## src/rtl/window_watchdog.sv

```systemverilog
module window_watchdog #(
  parameter int PRESCALE = 1024,
  parameter int LATE_T0  = 64,
  parameter int LATE_T1  = 128,
  parameter int LATE_T2  = 256,
  parameter int LATE_T3  = 512,
  parameter int EARLY_T1 = 8,
  parameter int EARLY_T2 = 16,
  parameter int EARLY_T3 = 32
) (
  input  logic       clk,
  input  logic       rst_n,
  input  logic       sw_reset,
  input  logic       base_tick,
  input  logic       any_wr,
  input  logic       own_wr,
  input  logic       wd_en,
  input  logic [1:0] late_code,
  input  logic [1:0] early_code,
  input  logic       status_rd,
  output logic       alarm_n,
  output logic       fault
);
  localparam int PW    = (PRESCALE > 1) ? $clog2(PRESCALE) : 1;
  localparam int LM01  = (LATE_T0 > LATE_T1) ? LATE_T0 : LATE_T1;
  localparam int LM23  = (LATE_T2 > LATE_T3) ? LATE_T2 : LATE_T3;
  localparam int LMAX  = (LM01 > LM23) ? LM01 : LM23;
  localparam int CW    = $clog2(LMAX + 1);

  logic [PW-1:0] pre_q;
  logic [CW-1:0] cnt_q;
  logic          err_q, flag_q;
  logic [CW:0]   late_lim, early_lim;

  always_comb begin
    case (late_code)
      2'd0:    late_lim = (CW+1)'(LATE_T0);
      2'd1:    late_lim = (CW+1)'(LATE_T1);
      2'd2:    late_lim = (CW+1)'(LATE_T2);
      default: late_lim = (CW+1)'(LATE_T3);
    endcase
    case (early_code)
      2'd1:    early_lim = (CW+1)'(EARLY_T1);
      2'd2:    early_lim = (CW+1)'(EARLY_T2);
      2'd3:    early_lim = (CW+1)'(EARLY_T3);
      default: early_lim = '0;
    endcase
  end

  wire window  = early_code != 2'd0;
  wire active  = wd_en && !err_q;
  wire kick    = active && (window ? own_wr : (any_wr || own_wr));
  wire wd_tick = active && base_tick && (pre_q == PW'(PRESCALE - 1));
  wire early_e = window && kick && ({1'b0, cnt_q} < early_lim);
  wire late_e  = !kick && wd_tick && (({1'b0, cnt_q} + (CW+1)'(1)) >= late_lim);
  wire err_set = early_e || late_e;

  always_ff @(posedge clk or negedge rst_n) begin
    if (!rst_n) begin
      pre_q  <= '0;
      cnt_q  <= '0;
      err_q  <= 1'b0;
      flag_q <= 1'b0;
    end else if (sw_reset) begin
      pre_q  <= '0;
      cnt_q  <= '0;
      err_q  <= 1'b0;
      flag_q <= 1'b0;
    end else begin
      if (!wd_en) begin
        pre_q <= '0;
        cnt_q <= '0;
        err_q <= 1'b0;
      end else if (!err_q) begin
        if (err_set) err_q <= 1'b1;
        if (kick) begin
          pre_q <= '0;
          cnt_q <= '0;
        end else if (wd_tick) begin
          pre_q <= '0;
          cnt_q <= cnt_q + CW'(1);
        end else if (base_tick) begin
          pre_q <= pre_q + PW'(1);
        end
      end
      if (err_set) flag_q <= 1'b1;
      else if (status_rd && !err_q) flag_q <= 1'b0;
    end
  end

  assign alarm_n = !err_q;
  assign fault   = flag_q;
endmodule


```

## config.mk

```make
export PLATFORM = sky130hd
export DESIGN_NAME = window_watchdog
export DESIGN_NICKNAME = d
export VERILOG_FILES = /design/src/rtl/window_watchdog.sv
export SDC_FILE = /design/constraint.sdc
export NUM_CORES = 1
export LEC_CHECK = 0
export BUFFER_PORTS_ARGS = -buffer_cell sky130_fd_sc_hd__buf_2
export CAP_MARGIN = 20
export CORE_MARGIN = 2
export CORE_UTILIZATION = 60
export CTS_CLUSTER_SIZE = 20
export DETAILED_ROUTE_END_ITERATION = 10
export GPL_TIMING_DRIVEN = 0
export PLACE_DENSITY_LB_ADDON = 0.3
export SYNTH_ARGS = -nofsm -noshare
export SYNTH_HDL_FRONTEND = slang
export SYNTH_SLANG_ARGS = --single-unit
export TNS_END_PERCENT = 20
```

## constraint.sdc

```tcl
create_clock -name clk -period 6.6 [get_ports clk]
set_clock_uncertainty 0.15 [all_clocks]
set_input_delay 0.66 -clock clk [delete_from_list [all_inputs] [get_ports clk]]
set_output_delay 0.66 -clock clk [all_outputs]
set_load 0.02 [all_outputs]
```

### Word level (Yosys, flattened, before mapping)

Cells that the tools add are included.

| word-level totals | value |
|---|---|
| register bits after elaboration | 22 |
| bits in latches | 0 |
| memory bits (writable) | 0 |
| memory bits (read-only) | 0 |
| input port bits | 12 |
| output and inout bits | 2 |
| logic and storage cells | 57 |
| memories kept | 0 |

| operators by class | value |
|---|---|
| add/subtract/negate cells | 3 |
| $mul | 0 |
| div/mod/pow operators | 0 |
| magnitude comparators | 2 |
| eq/ne operators | 9 |
| shift-type cells | 0 |
| muxes and demuxes | 21 |
| bitwise gates (word level) | 0 |
| reduce and logical (&&, ||, !) cells | 18 |

Operator list:

| kind | number |
|---|---|
| 10-bit 2-to-1 mux | 11 |
| 10-bit one-hot mux with 3 select lines | 1 |
| 10-bit by 1-bit adder with 10-bit output (second input constant) | 2 |
| 6-bit one-hot mux with 3 select lines | 1 |
| 10-bit by 1-bit adder with 11-bit output (second input constant) | 1 |
| 11-bit greater-or-equal comparator | 1 |
| 10-bit by 11-bit less-than comparator with 1-bit output | 1 |
| 10-bit equality test (second input constant) | 1 |
| 1-bit logical AND | 9 |
| 1-bit 2-to-1 mux | 8 |
| 2-bit equality test (second input constant) | 3 |
| 5-bit by 3-bit inequality test with 1-bit output (second input constant) | 1 |
| 2-bit by 1-bit equality test with 1-bit output (second input constant) | 2 |
| 4-bit by 2-bit inequality test with 1-bit output (second input constant) | 1 |
| 2-bit AND reduction | 2 |
| 3-bit inequality test (second input constant) | 1 |
| 3-bit nonzero test | 1 |
| 1-bit logical NOT | 2 |
| 2-bit logical NOT | 1 |
| 1-bit logical OR | 2 |
| 2-bit nonzero test | 1 |

### Depth between registers and ports, before layout

| depth | value |
|---|---|
| depth in word-level cells | 11 |
| mapped depth | 11 |
| mapped depth without buffers | 10 |

### Worst setup path before layout

Ideal clock, no wire load.

| timing | value |
|---|---|
| kind | register to register |
| from | register cnt_q[0] |
| to | register err_q |
| setup time | 0.078 ns |
| arrival | 2.506 ns |
| data required time | 6.372 ns |
| path slack | 3.866 ns |
| stages on the path, launching flop included | 11 |
| path buffers | 1 |
| period minus slack after synthesis | 2.734 ns |
| cells stage by stage | dfrtp_1 > and3_4 > and3_2 > clkbuf_1 > and3_1 > xor2_1 > ha_1 > nand3_1 > or4_1 > o311a_1 > a21oi_1 |

| between the ends | value |
|---|---|
| longest elaborated chain between the ends | 8 |
| elaborated cells between the ends (all ways) | 10 |
| classes of those cells | 1 x add/sub; 2 x order compare; 4 x mux; 3 x reduce/logical |

Ends and longest elaborated chain:

| element | RTL line | source |
|---|---|---|
| start: declaration | 31 | `logic [CW-1:0] cnt_q;` |
| start signal: assignment | 81 | `cnt_q <= cnt_q + CW'(1);` |
| 10-bit by 1-bit adder with 11-bit output | 55 | `wire late_e = !kick && wd_tick && (({1'b0, cnt_q} + (CW+1)'(1)) >= late_lim);` |
| 11-bit greater-or-equal comparator | 55 |  |
| 1-bit logical AND | 55 |  |
| 1-bit logical OR (*) | 56 | `wire err_set = early_e \|\| late_e;` |
| 1-bit 2-to-1 mux (*) | 75 | `if (err_set) err_q <= 1'b1;` |
| 1-bit 2-to-1 mux (*) | 74 | `end else if (!err_q) begin` |
| 1-bit 2-to-1 mux (*) | 70 | `if (!wd_en) begin` |
| 1-bit 2-to-1 mux (*) | 64 | `end else if (sw_reset) begin` |
| end signal: assignment | 67 | `err_q <= 1'b0;` |
| end signal: assignment | 73 | `err_q <= 1'b0;` |
| end signal: assignment | 75 |  |
| end: declaration | 32 | `logic err_q, flag_q;` |

Every way passes the cells marked *; elsewhere a longest branch is shown, timed or not.
A chain may end at the register's enable or synchronous reset.

### Final worst setup path

Ends and elaborated chain as after synthesis.

==> impl_metrics.toml <==
[clocking]
cts.sinks = 22
post-cts-setup-buffers = 0
clock_path_buffers = 2
post_cts_resized = 0
htreeDepth = 1
tritoncts = "done"
numCtsBuffers = 3
cts.clk_slew.worst_paths_ps = 130
worstSkewPairLatency_ps = 320
cts.root.buffer_cell = "clkbuf_4"
hold_buffers = 0

[cells_and_area]
final_nets = 201
diodes = 0
drive_gt1_share_pct = 13.41
final_util_pct = 70.70
syn_to_final_growth_pct = 9.356

[grt]
overflow = 0
grt_pass1_vias = 1130
grt_use_total_pct = 24.11
antenna_found_initial = 0
grt_max_degree = 23
grt_first_pass_wirelength_um = 4912

[critical_path]
critPathCaptureType = "register"
critical_path_class = "reg2reg"
required_ps = 6700
critPathMaxFanout = 6
cp-start-kind = "register"
arrival_ps = 3100

[synthesis]
synthesis.nets = 183
synth_edf_count = 0
synth-seq-cells = 22
yosys_warnings = 0
syn-cell-area_mm2 = 0.001458
netlist_instances = 162
async_flop_share_pct = 100.0
yosysSeqAreaShare_pct = 37.77
synth_cell_types = 40
syn_area_per_cell_um2 = 8.998
ys.flop_type = "dfrtp_1"

[die]
core_mm2 = 0.002255
die_w_um = 53.29
die_h_um = 53.29
core.rowCount = 17
start_util_pct = 64.65
io_pins = 14
die-area_mm2 = 0.002840

[sta]
timing_hold_violations_final = 0
max_freq_ghz = 0.3327
rsz0062_at_grt = "no"
final-max-slew-violation-count = 0
relSlewSlack_pct = 67.11
setup_viol = 0
worstMarginPinSlew_ps = 493.3
fin_crit_ps = 3006
fin_crit_sh_pct = 45.54
tns_ps = 0

[power]
ir_drop_mv = 0.1304
p_leak_uw = 0.0007300
finalPower_uw = 237.6
power.density_mw_per_mm2 = 149.1

[routing]
drc = 0
wl_um = 2953
vias = 1225
drt-vias-per-instance = 5.918
dr.pass1.iters = 4
ant_nets = 0
drt-initial-drc-count = 35
wire_per_inst_um = 14.27

[flow_run]
maxCapViolCount = 0

[worst_hold_path]
worstHoldPathType = "in2async"

[placed_design]
port_buffers = 13
routabilityCongestion = 0.8495
hpwl_um = 2248

[run_status]
status = "finished clean"
-- layout by cell type (no fill, tap or decap), types with 2 or more instances in the layout --
cell type  count
nor2_1        24
dfrtp_1       22
xor2_1        18
nand2_1       16
buf_2         14
ha_1           9
xnor2_1        6
o21ai_0        6
nand2b_1       5
nand3_1        4
inv_1          4
a21oi_1        4
nor3_1         4
o2111ai_1      4
clkbuf_1       3
and3_1         3
nand4_1        3
clkbuf_4       3
and2_1         2
a21o_1         2
o211ai_1       2
-- report_power, final --
group | switching, uW | internal [uW]
sequential | 0.813 | 136
clock | 43.8 | 33.7
combinational | 14.8 | 8.69
total | 59.4 | 178
-- path summary, 6_finish.rpt --
| kind | start | end | slack [ps] | cells after the start |
|---|---|---|---|---|
| worst max-delay path | cnt_q[0]$_DFFE_PN0P_ | err_q$_DFF_PN0_ | 3590 | 10 |
| worst min-delay path | rst_n | pre_q[6]$_DFFE_PN0P_ | 130 | 1 |
| worst max register to register | cnt_q[0]$_DFFE_PN0P_ | err_q$_DFF_PN0_ | 3590 | 10 |
| worst min register to register | pre_q[8]$_DFFE_PN0P_ | pre_q[8]$_DFFE_PN0P_ | 380 | 1 |
| max in group asynchronous | rst_n | cnt_q[4]$_DFFE_PN0P_ | 5830 | 1 |
| min in group clk | sw_reset | fault$_DFFE_PN0P_ | 340 | 2 |
-- kinds of logic (layout without fill, tap and decap cells) --
logic type / Yosys count / after routing / share of synthesized area, %
buf+inv: 9 / 26 / 2.660
simple gates: 74 / 74 / 26.01
xor+xnor: 24 / 24 / 14.42
mux: 1 / 1 / 0.6867
fa+ha+maj: 9 / 9 / 7.725
compound gates: 23 / 23 / 10.73
flops: 22 / 22 / 37.77
-- flip-flops by register name, summed over array words and instances, names as in the netlist --
signal and cells:
cnt_q 10, err_q 1, fault 1, pre_q 10
-- stage by stage --
step	cells	area (um2)	hold WS [ps]	setup WS, ps
floorplan	162	1458	214.4	3866
global placement	203	1558	335.3	3708
detailed placement	203	1558	348.0	3650
CTS	207	1594	143.6	3603
global route	207	1594	161.6	3401
finish	207	1594	129.5	3594
-- synth_stat cells (4+ instances only) --
library cell | instances | area share (%)
xor2_1 | 18 | 11
nand3_1 | 4 | 1.4
nor3_1 | 4 | 1.4
o21ai_0 | 6 | 2.1
dfrtp_1 | 22 | 38
inv_1 | 4 | 1.0
nor2_1 | 24 | 6.2
nand2b_1 | 5 | 2.1
a21oi_1 | 4 | 1.4
xnor2_1 | 6 | 3.6
o2111ai_1 | 4 | 2.4
ha_1 | 9 | 7.7
nand2_1 | 16 | 4.1
-- final cells by class --
class | count | area (um2)
fill | 191 | 660.6
tap | 28 | 35.03
multi-input combinational | 131 | 868.3
sequential | 22 | 550.5
buffer | 5 | 23.77
inverter | 4 | 15.01
clock buffer | 4 | 36.28
timing repair buffer | 13 | 65.06
-- layer usage --
metal / GRT usage, % / up-vias / share of wire [%]
li1: - / 593 / -
met1: 30.67 / 592 / 45
met2: 39.92 / 31 / 47
met3: 3.107 / 9 / 5.1
met4: 11.54 / 0 / 2.4
met5: 0 / - / 0
-- worst max-delay path, stage by stage (launching register included) --
cell and delay, ps:
dfrtp_1 450, and3_4 220, and3_2 210, clkbuf_1 160, and3_1 180, xor2_1 160
ha_1 310, nand3_1 90, or4_1 520, o311a_1 340, a21oi_1 150
No activity file was read; power rests on OpenSTA's default activity.
